[src/rtl/lei_pkg.sv]
package lei_pkg;
    typedef enum logic [1:0] {
        SEL_NONE = 2'd0,
        SEL_FLAG = 2'd1,
        SEL_MASK = 2'd2
    } reg_sel_e;

    typedef enum logic {
        IRQ_QUIET  = 1'b0,
        IRQ_RAISED = 1'b1
    } irq_state_e;
endpackage

[src/rtl/lei_flag_bank.sv]
module lei_flag_bank #(
    parameter int DATA_W  = 16,
    parameter int NUM_EVT = 6,
    parameter int EVT_LSB = 1
) (
    input  logic               clk,
    input  logic               rst_n,
    input  logic [NUM_EVT-1:0] evt_pulse,
    input  logic               clr_req,
    output logic [DATA_W-1:0]  flag_q,
    output logic [DATA_W-1:0]  flag_d
);
    localparam int EVT_MSB = EVT_LSB + NUM_EVT - 1;

    for (genvar b = 0; b < DATA_W; b++) begin : g_bit
        if (b >= EVT_LSB && b <= EVT_MSB) begin : g_live
            // Event wins over the clearing read in the same cycle
            assign flag_d[b] = evt_pulse[b-EVT_LSB] | (flag_q[b] & ~clr_req);
        end else begin : g_dead
            assign flag_d[b] = 1'b0;
        end
    end

    always_ff @(posedge clk) begin
        if (!rst_n) flag_q <= '0;
        else        flag_q <= flag_d;
    end

    for (genvar e = 0; e < NUM_EVT; e++) begin : g_chk
        assert_evt_sets_R2: assert property (@(posedge clk) disable iff (!rst_n)
            evt_pulse[e] |=> flag_q[e+EVT_LSB]);
        // collision with a clearing read keeps the bit
        assert_collide_keeps_R4: assert property (@(posedge clk) disable iff (!rst_n)
            (clr_req && evt_pulse[e]) |=> flag_q[e+EVT_LSB]);
    end

    assert_read_clears_R3: assert property (@(posedge clk) disable iff (!rst_n)
        (clr_req && evt_pulse == '0) |=> flag_q == '0);

    assert_flag_hold_R2: assert property (@(posedge clk) disable iff (!rst_n)
        (!clr_req && evt_pulse == '0) |=> $stable(flag_q));
endmodule

[src/rtl/lei_mask_reg.sv]
module lei_mask_reg #(
    parameter int DATA_W  = 16,
    parameter int NUM_EVT = 6,
    parameter int EVT_LSB = 1
) (
    input  logic              clk,
    input  logic              rst_n,
    input  logic              wr_req,
    input  logic [DATA_W-1:0] wdata,
    output logic [DATA_W-1:0] mask_q,
    output logic [DATA_W-1:0] mask_d
);
    localparam logic [DATA_W-1:0] KEEP = DATA_W'(((1 << NUM_EVT) - 1) << EVT_LSB);

    always_comb begin
        mask_d = mask_q;
        if (wr_req) mask_d = wdata & KEEP;
    end

    always_ff @(posedge clk) begin
        if (!rst_n) mask_q <= '0;
        else        mask_q <= mask_d;
    end

    assert_mask_hold_R5: assert property (@(posedge clk) disable iff (!rst_n)
        !wr_req |=> $stable(mask_q));
endmodule

[src/rtl/lei_irq_fsm.sv]
module lei_irq_fsm #(
    parameter int DATA_W = 16
) (
    input  logic              clk,
    input  logic              rst_n,
    input  logic [DATA_W-1:0] flag_d,
    input  logic [DATA_W-1:0] mask_d,
    input  logic [DATA_W-1:0] flag_q,
    input  logic [DATA_W-1:0] mask_q,
    output logic              irq
);
    import lei_pkg::*;

    irq_state_e state_q, state_d;
    logic       pend_next;

    assign pend_next = |(flag_d & mask_d);

    always_comb begin
        state_d = state_q;
        unique case (state_q)
            IRQ_QUIET:  if (pend_next)  state_d = IRQ_RAISED; // QUIET_TO_RAISED
            IRQ_RAISED: if (!pend_next) state_d = IRQ_QUIET;  // RAISED_TO_QUIET
            default:    state_d = IRQ_QUIET;
        endcase
    end

    always_ff @(posedge clk) begin
        if (!rst_n) state_q <= IRQ_QUIET;
        else        state_q <= state_d;
    end

    always_comb begin
        irq = (state_q == IRQ_RAISED);
    end

    assert_irq_match_R6: assert property (@(posedge clk) disable iff (!rst_n)
        irq == |(flag_q & mask_q));
endmodule

[src/rtl/link_evt_irq_ctrl.sv]
module link_evt_irq_ctrl #(
    parameter int DATA_W    = 16,
    parameter int ADDR_W    = 5,
    parameter int NUM_EVT   = 6,
    parameter int EVT_LSB   = 1,
    parameter int FLAG_ADDR = 29,
    parameter int MASK_ADDR = 30
) (
    input  logic               clk,
    input  logic               rst_n,
    input  logic [NUM_EVT-1:0] evt_pulse,
    input  logic [ADDR_W-1:0]  reg_addr,
    input  logic               reg_rd,
    input  logic               reg_wr,
    input  logic [DATA_W-1:0]  reg_wdata,
    output logic [DATA_W-1:0]  reg_rdata,
    output logic               irq
);
    import lei_pkg::*;

    localparam logic [ADDR_W-1:0] A_FLAG = ADDR_W'(FLAG_ADDR);
    localparam logic [ADDR_W-1:0] A_MASK = ADDR_W'(MASK_ADDR);
    localparam logic [DATA_W-1:0] KEEP   = DATA_W'(((1 << NUM_EVT) - 1) << EVT_LSB);

    reg_sel_e          sel;
    logic              clr_req, mask_wr;
    logic [DATA_W-1:0] flag_q, flag_d, mask_q, mask_d;

    always_comb begin
        if (reg_addr == A_FLAG)      sel = SEL_FLAG;
        else if (reg_addr == A_MASK) sel = SEL_MASK;
        else                         sel = SEL_NONE;
    end

    assign clr_req = reg_rd && (sel == SEL_FLAG);
    assign mask_wr = reg_wr && (sel == SEL_MASK);

    lei_flag_bank #(.DATA_W(DATA_W), .NUM_EVT(NUM_EVT), .EVT_LSB(EVT_LSB)) i_flags (
        .clk(clk), .rst_n(rst_n), .evt_pulse(evt_pulse), .clr_req(clr_req),
        .flag_q(flag_q), .flag_d(flag_d)
    );

    lei_mask_reg #(.DATA_W(DATA_W), .NUM_EVT(NUM_EVT), .EVT_LSB(EVT_LSB)) i_mask (
        .clk(clk), .rst_n(rst_n), .wr_req(mask_wr), .wdata(reg_wdata),
        .mask_q(mask_q), .mask_d(mask_d)
    );

    lei_irq_fsm #(.DATA_W(DATA_W)) i_irq (
        .clk(clk), .rst_n(rst_n), .flag_d(flag_d), .mask_d(mask_d),
        .flag_q(flag_q), .mask_q(mask_q), .irq(irq)
    );

    always_comb begin
        reg_rdata = '0;
        if (reg_rd) begin
            unique case (sel)
                SEL_FLAG: reg_rdata = flag_q;
                SEL_MASK: reg_rdata = mask_q;
                SEL_NONE: reg_rdata = '0;
                default:  reg_rdata = '0;
            endcase
        end
    end

    assert_idle_rdata_R8: assert property (@(posedge clk) disable iff (!rst_n)
        !reg_rd |-> reg_rdata == '0);

    assert_unused_zero_R7: assert property (@(posedge clk) disable iff (!rst_n)
        (reg_rdata & ~KEEP) == '0);

    assert_flag_wr_ignored_R7: assert property (@(posedge clk) disable iff (!rst_n)
        (reg_wr && reg_addr == A_FLAG && !reg_rd && evt_pulse == '0) |=> $stable(flag_q));

    assert_reset_state_R1: assert property (@(posedge clk)
        !rst_n |=> (irq == 1'b0));
endmodule

[config.mk]
export PLATFORM = sky130hd
export DESIGN_NAME = link_evt_irq_ctrl
export DESIGN_NICKNAME = d
export VERILOG_FILES = /design/src/rtl/lei_pkg.sv /design/src/rtl/lei_flag_bank.sv /design/src/rtl/lei_mask_reg.sv /design/src/rtl/lei_irq_fsm.sv /design/src/rtl/link_evt_irq_ctrl.sv
export SDC_FILE = /design/constraint.sdc
export NUM_CORES = 1
export LEC_CHECK = 0
export BUFFER_PORTS_ARGS = -buffer_cell sky130_fd_sc_hd__buf_2
export CELL_PAD_IN_SITES_DETAIL_PLACEMENT = 1
export CELL_PAD_IN_SITES_GLOBAL_PLACEMENT = 2
export CORE_ASPECT_RATIO = 1.1
export CORE_MARGIN = 2
export CORE_UTILIZATION = 29
export CTS_BUF_LIST = sky130_fd_sc_hd__clkbuf_2 sky130_fd_sc_hd__clkbuf_4 sky130_fd_sc_hd__clkbuf_8
export CTS_CLUSTER_SIZE = 24
export DETAILED_ROUTE_END_ITERATION = 8
export PLACE_DENSITY_LB_ADDON = 0.1
export SYNTH_ARGS = -nofsm -noshare
export SYNTH_HDL_FRONTEND = slang
export SYNTH_HIERARCHICAL = 1
export SYNTH_SLANG_ARGS = --single-unit
[constraint.sdc]
create_clock -name clk -period 1.54 [get_ports clk]
set_input_delay 0.077 -clock clk [delete_from_list [all_inputs] [get_ports clk]]
set_output_delay 0.077 -clock clk [all_outputs]
set_load 0.02 [all_outputs]
==> metrics.txt <==
outcome completed; power share of the combinational group 0.163; DRC viols 0; switching power 0.000318 W; RSZ-0062 raised after global routing yes; Clock Latency Late Sink 0.27 ns; routed via count 1,259; internal power 0.000890 W; leading area contributor after synthesis dfxtp_1; Leakage 0.837 nW; Crit. End Element flop; Primary FF master, synth dfxtp_1; sequential share of the synthesized area 0.286; Cells after Synth 168; core footprint 0.00536 mm²; post-synthesis xor/xnor area fraction 0; # port buffers 37; Post-DP Area 0.00184 mm²; global-route wire length before repair 6040 µm; critical path required time 1.71 ns; switching part of the total power 0.263; Peak VDD IR 0.228 mV; largest family of logic cells by synthesized area simple AND/OR/NAND/NOR gates; clock slew at reported path FFs 0.09 ns; post-route cell area 0.00200 mm²; crit-path max FO 4; Yosys warning total 6; Cell Rows 28; synthesized area per cell 9.58 µm²; Die Ht 82.1 µm; Async SR Flop Fraction 0; Synth Area in Compound Gates 0.154; crit path DAT 1.65 ns; DR iter-0 viols 30; final setup vio count 0; Final period util 0.957; largest net degree at the start of global routing 24; gpl congestion 0.682; maximum clock insertion buffer count 2; WL per Instance 13.1 µm; Power Density 604 mW/mm²; Fin. Hold Viols 0; startpoint types input pin; multiplexer area fraction after synthesis 0.0560; total power 0.00121 W; drt first pass iters 3; Clock power frac 0.328; max-slew violations 0; setup_tns 0 ns; Max H-tree Level 1; Max Cap Viol 0; Min Clock Period, post-route 1.47 ns; Routed Antenna Nets 0; CTS Buf Count 3; Adder-Cell Fraction of Synth Area 0; Starting Density 0.300; root buf cell clkbuf_8; hpwl dp 2910 µm; FMAX 679 MHz; Hold WS 0.0156 ns; Seq cells post-synth 23; Hold Buf Count CTS 0; initial antenna violation count 0; vias in the first global route 1,320; die span in x 75.0 µm; simple-gate area share of the yosys netlist 0.351; share of post-route cells with drive strength above 1 0.454; Setup CP Type input pin to flop; Via density 4.30; sequential power share 0.509; grt ovf 0; Global Route Usage Sum 0.130; FILL cells 645; cell with the most instances after synthesis nand3b_1; CTS sink count 23; Area Overhead vs Synth 24.3%; nets 250; die area 0.00616 mm²; worst min-delay path class input pin to flop; Antenna Cells 0; Post-synth EDFFs 0; I/O Pins 48; top post-synthesis cells by count 32 x nand3b_1, 23 x dfxtp_1, 22 x buf_4; cell area after synthesis 0.00161 mm²; worst clock skew 0.00365 ns; area share of the largest cell type after synthesis 0.286; post-synth cell types 24; CTS tree done; largest cells by area after synthesis dfxtp_1 29%, nand3b_1 15%, buf_4 10%; final wirelength 3840 µm
## timing repair
item / 4_1_cts / 5_1_grt
buffers inserted: 1 / 5
resized for setup: 0 / 12
endpoints found under the setup margin: 1 / 1
pin swaps: 1 / 9
## worst paths after layout
| path | from | end | slack [ns] | cells past startpoint |
|---|---|---|---|---|
| worst min-delay path | evt_pulse[4] | i_flags/flag_q[5]$_SDFF_PN0_ | 0.02 | 2 |
| worst max-delay path | reg_addr[1] | i_irq/irq$_SDFF_PN0_ | 0.07 | 10 |
| worst max register to register | i_flags/flag_q[6]$_SDFF_PN0_ | i_irq/irq$_SDFF_PN0_ | 0.09 | 6 |
| worst min register to register | i_mask/mask_q[7]$_SDFF_PN0_ | i_mask/mask_q[7]$_SDFF_PN0_ | 0.62 | 2 |
## registers in the layout (all words and copies together), names as in the netlist
signal	count
i_flags/flag_q	6
i_mask/mask_q	16
i_irq/irq	1
## layout by cell type (no fill, tap or decap), types with 2 or more instances in the layout
| cell type | n |
|---|---|
| and2_1 | 14 |
| nand3_1 | 2 |
| a21oi_1 | 6 |
| a221oi_2 | 2 |
| nor2b_2 | 10 |
| conb_1 | 20 |
| a22o_1 | 2 |
| nand3b_1 | 32 |
| dfxtp_1 | 21 |
| and2_4 | 2 |
| nor2b_1 | 5 |
| dfxtp_2 | 2 |
| buf_4 | 19 |
| o21a_1 | 7 |
| buf_2 | 33 |
| buf_6 | 2 |
| buf_12 | 2 |
| mux2_4 | 6 |
| a22oi_1 | 4 |
| clkbuf_8 | 3 |
| a21oi_2 | 10 |
| or2_1 | 6 |
## final cells by class
class                           count  area (µm²)  area share
Multi-Input combinational cell    134        1020       0.509
Sequential cell                    23         463       0.232
Timing Repair Buffer               57         378       0.189
Tap cell                           75        93.8      0.0469
Clock buffer                        3        41.3      0.0207
Clock inverter                      1        5.00     0.00250
## power groups by stage
stage / Combinational (W) / Sequential, W / Clock (W)
floorplan: 0.000145 / 0.000626 / 0
global route: 0.000217 / 0.000616 / 0.000444
detailed placement: 0.000180 / 0.000627 / 0
finish: 0.000197 / 0.000614 / 0.000396
CTS: 0.000182 / 0.000614 / 0.000413
global placement: 0.000178 / 0.000627 / 0
## layer usage
metal | track usage | part of all wire | vias to the layer above
li1 | - | - | 643
met1 | 0.161 | 0.47 | 581
met2 | 0.219 | 0.47 | 28
met3 | 0.0218 | 0.042 | 7
met4 | 0.0554 | 0.021 | 0
met5 | 0 | 0 | -
## critical path, stage by stage
cell and delay [ns]:
clkbuf_4 0.16, nand2_2 0.07, nor3_4 0.15, buf_12 0.14, buf_12 0.10, mux2_4 0.29, a22o_1 0.21, a221oi_2 0.16
nand3_1 0.11, o21a_1 0.18
## stage by stage
stage / setup WS (ns) / util / instances
2_1_floorplan: -0.0181 / - / 187
3_3_place_gp: -0.311 / 0.344 / 283
3_5_place_dp: -0.308 / 0.344 / 283
4_1_cts: 0.0266 / 0.356 / 288
5_1_grt: -0.0418 / 0.373 / 293
6_report: 0.0669 / 0.373 / 293
## cell families after synthesis
group,after synthesis
other,1
DFF,23
buffers and inverters,30
and+or+nand+nor,77
AOI/OAI and AO/OA,31
muxes,6
(Power assumes the default switching activity.)
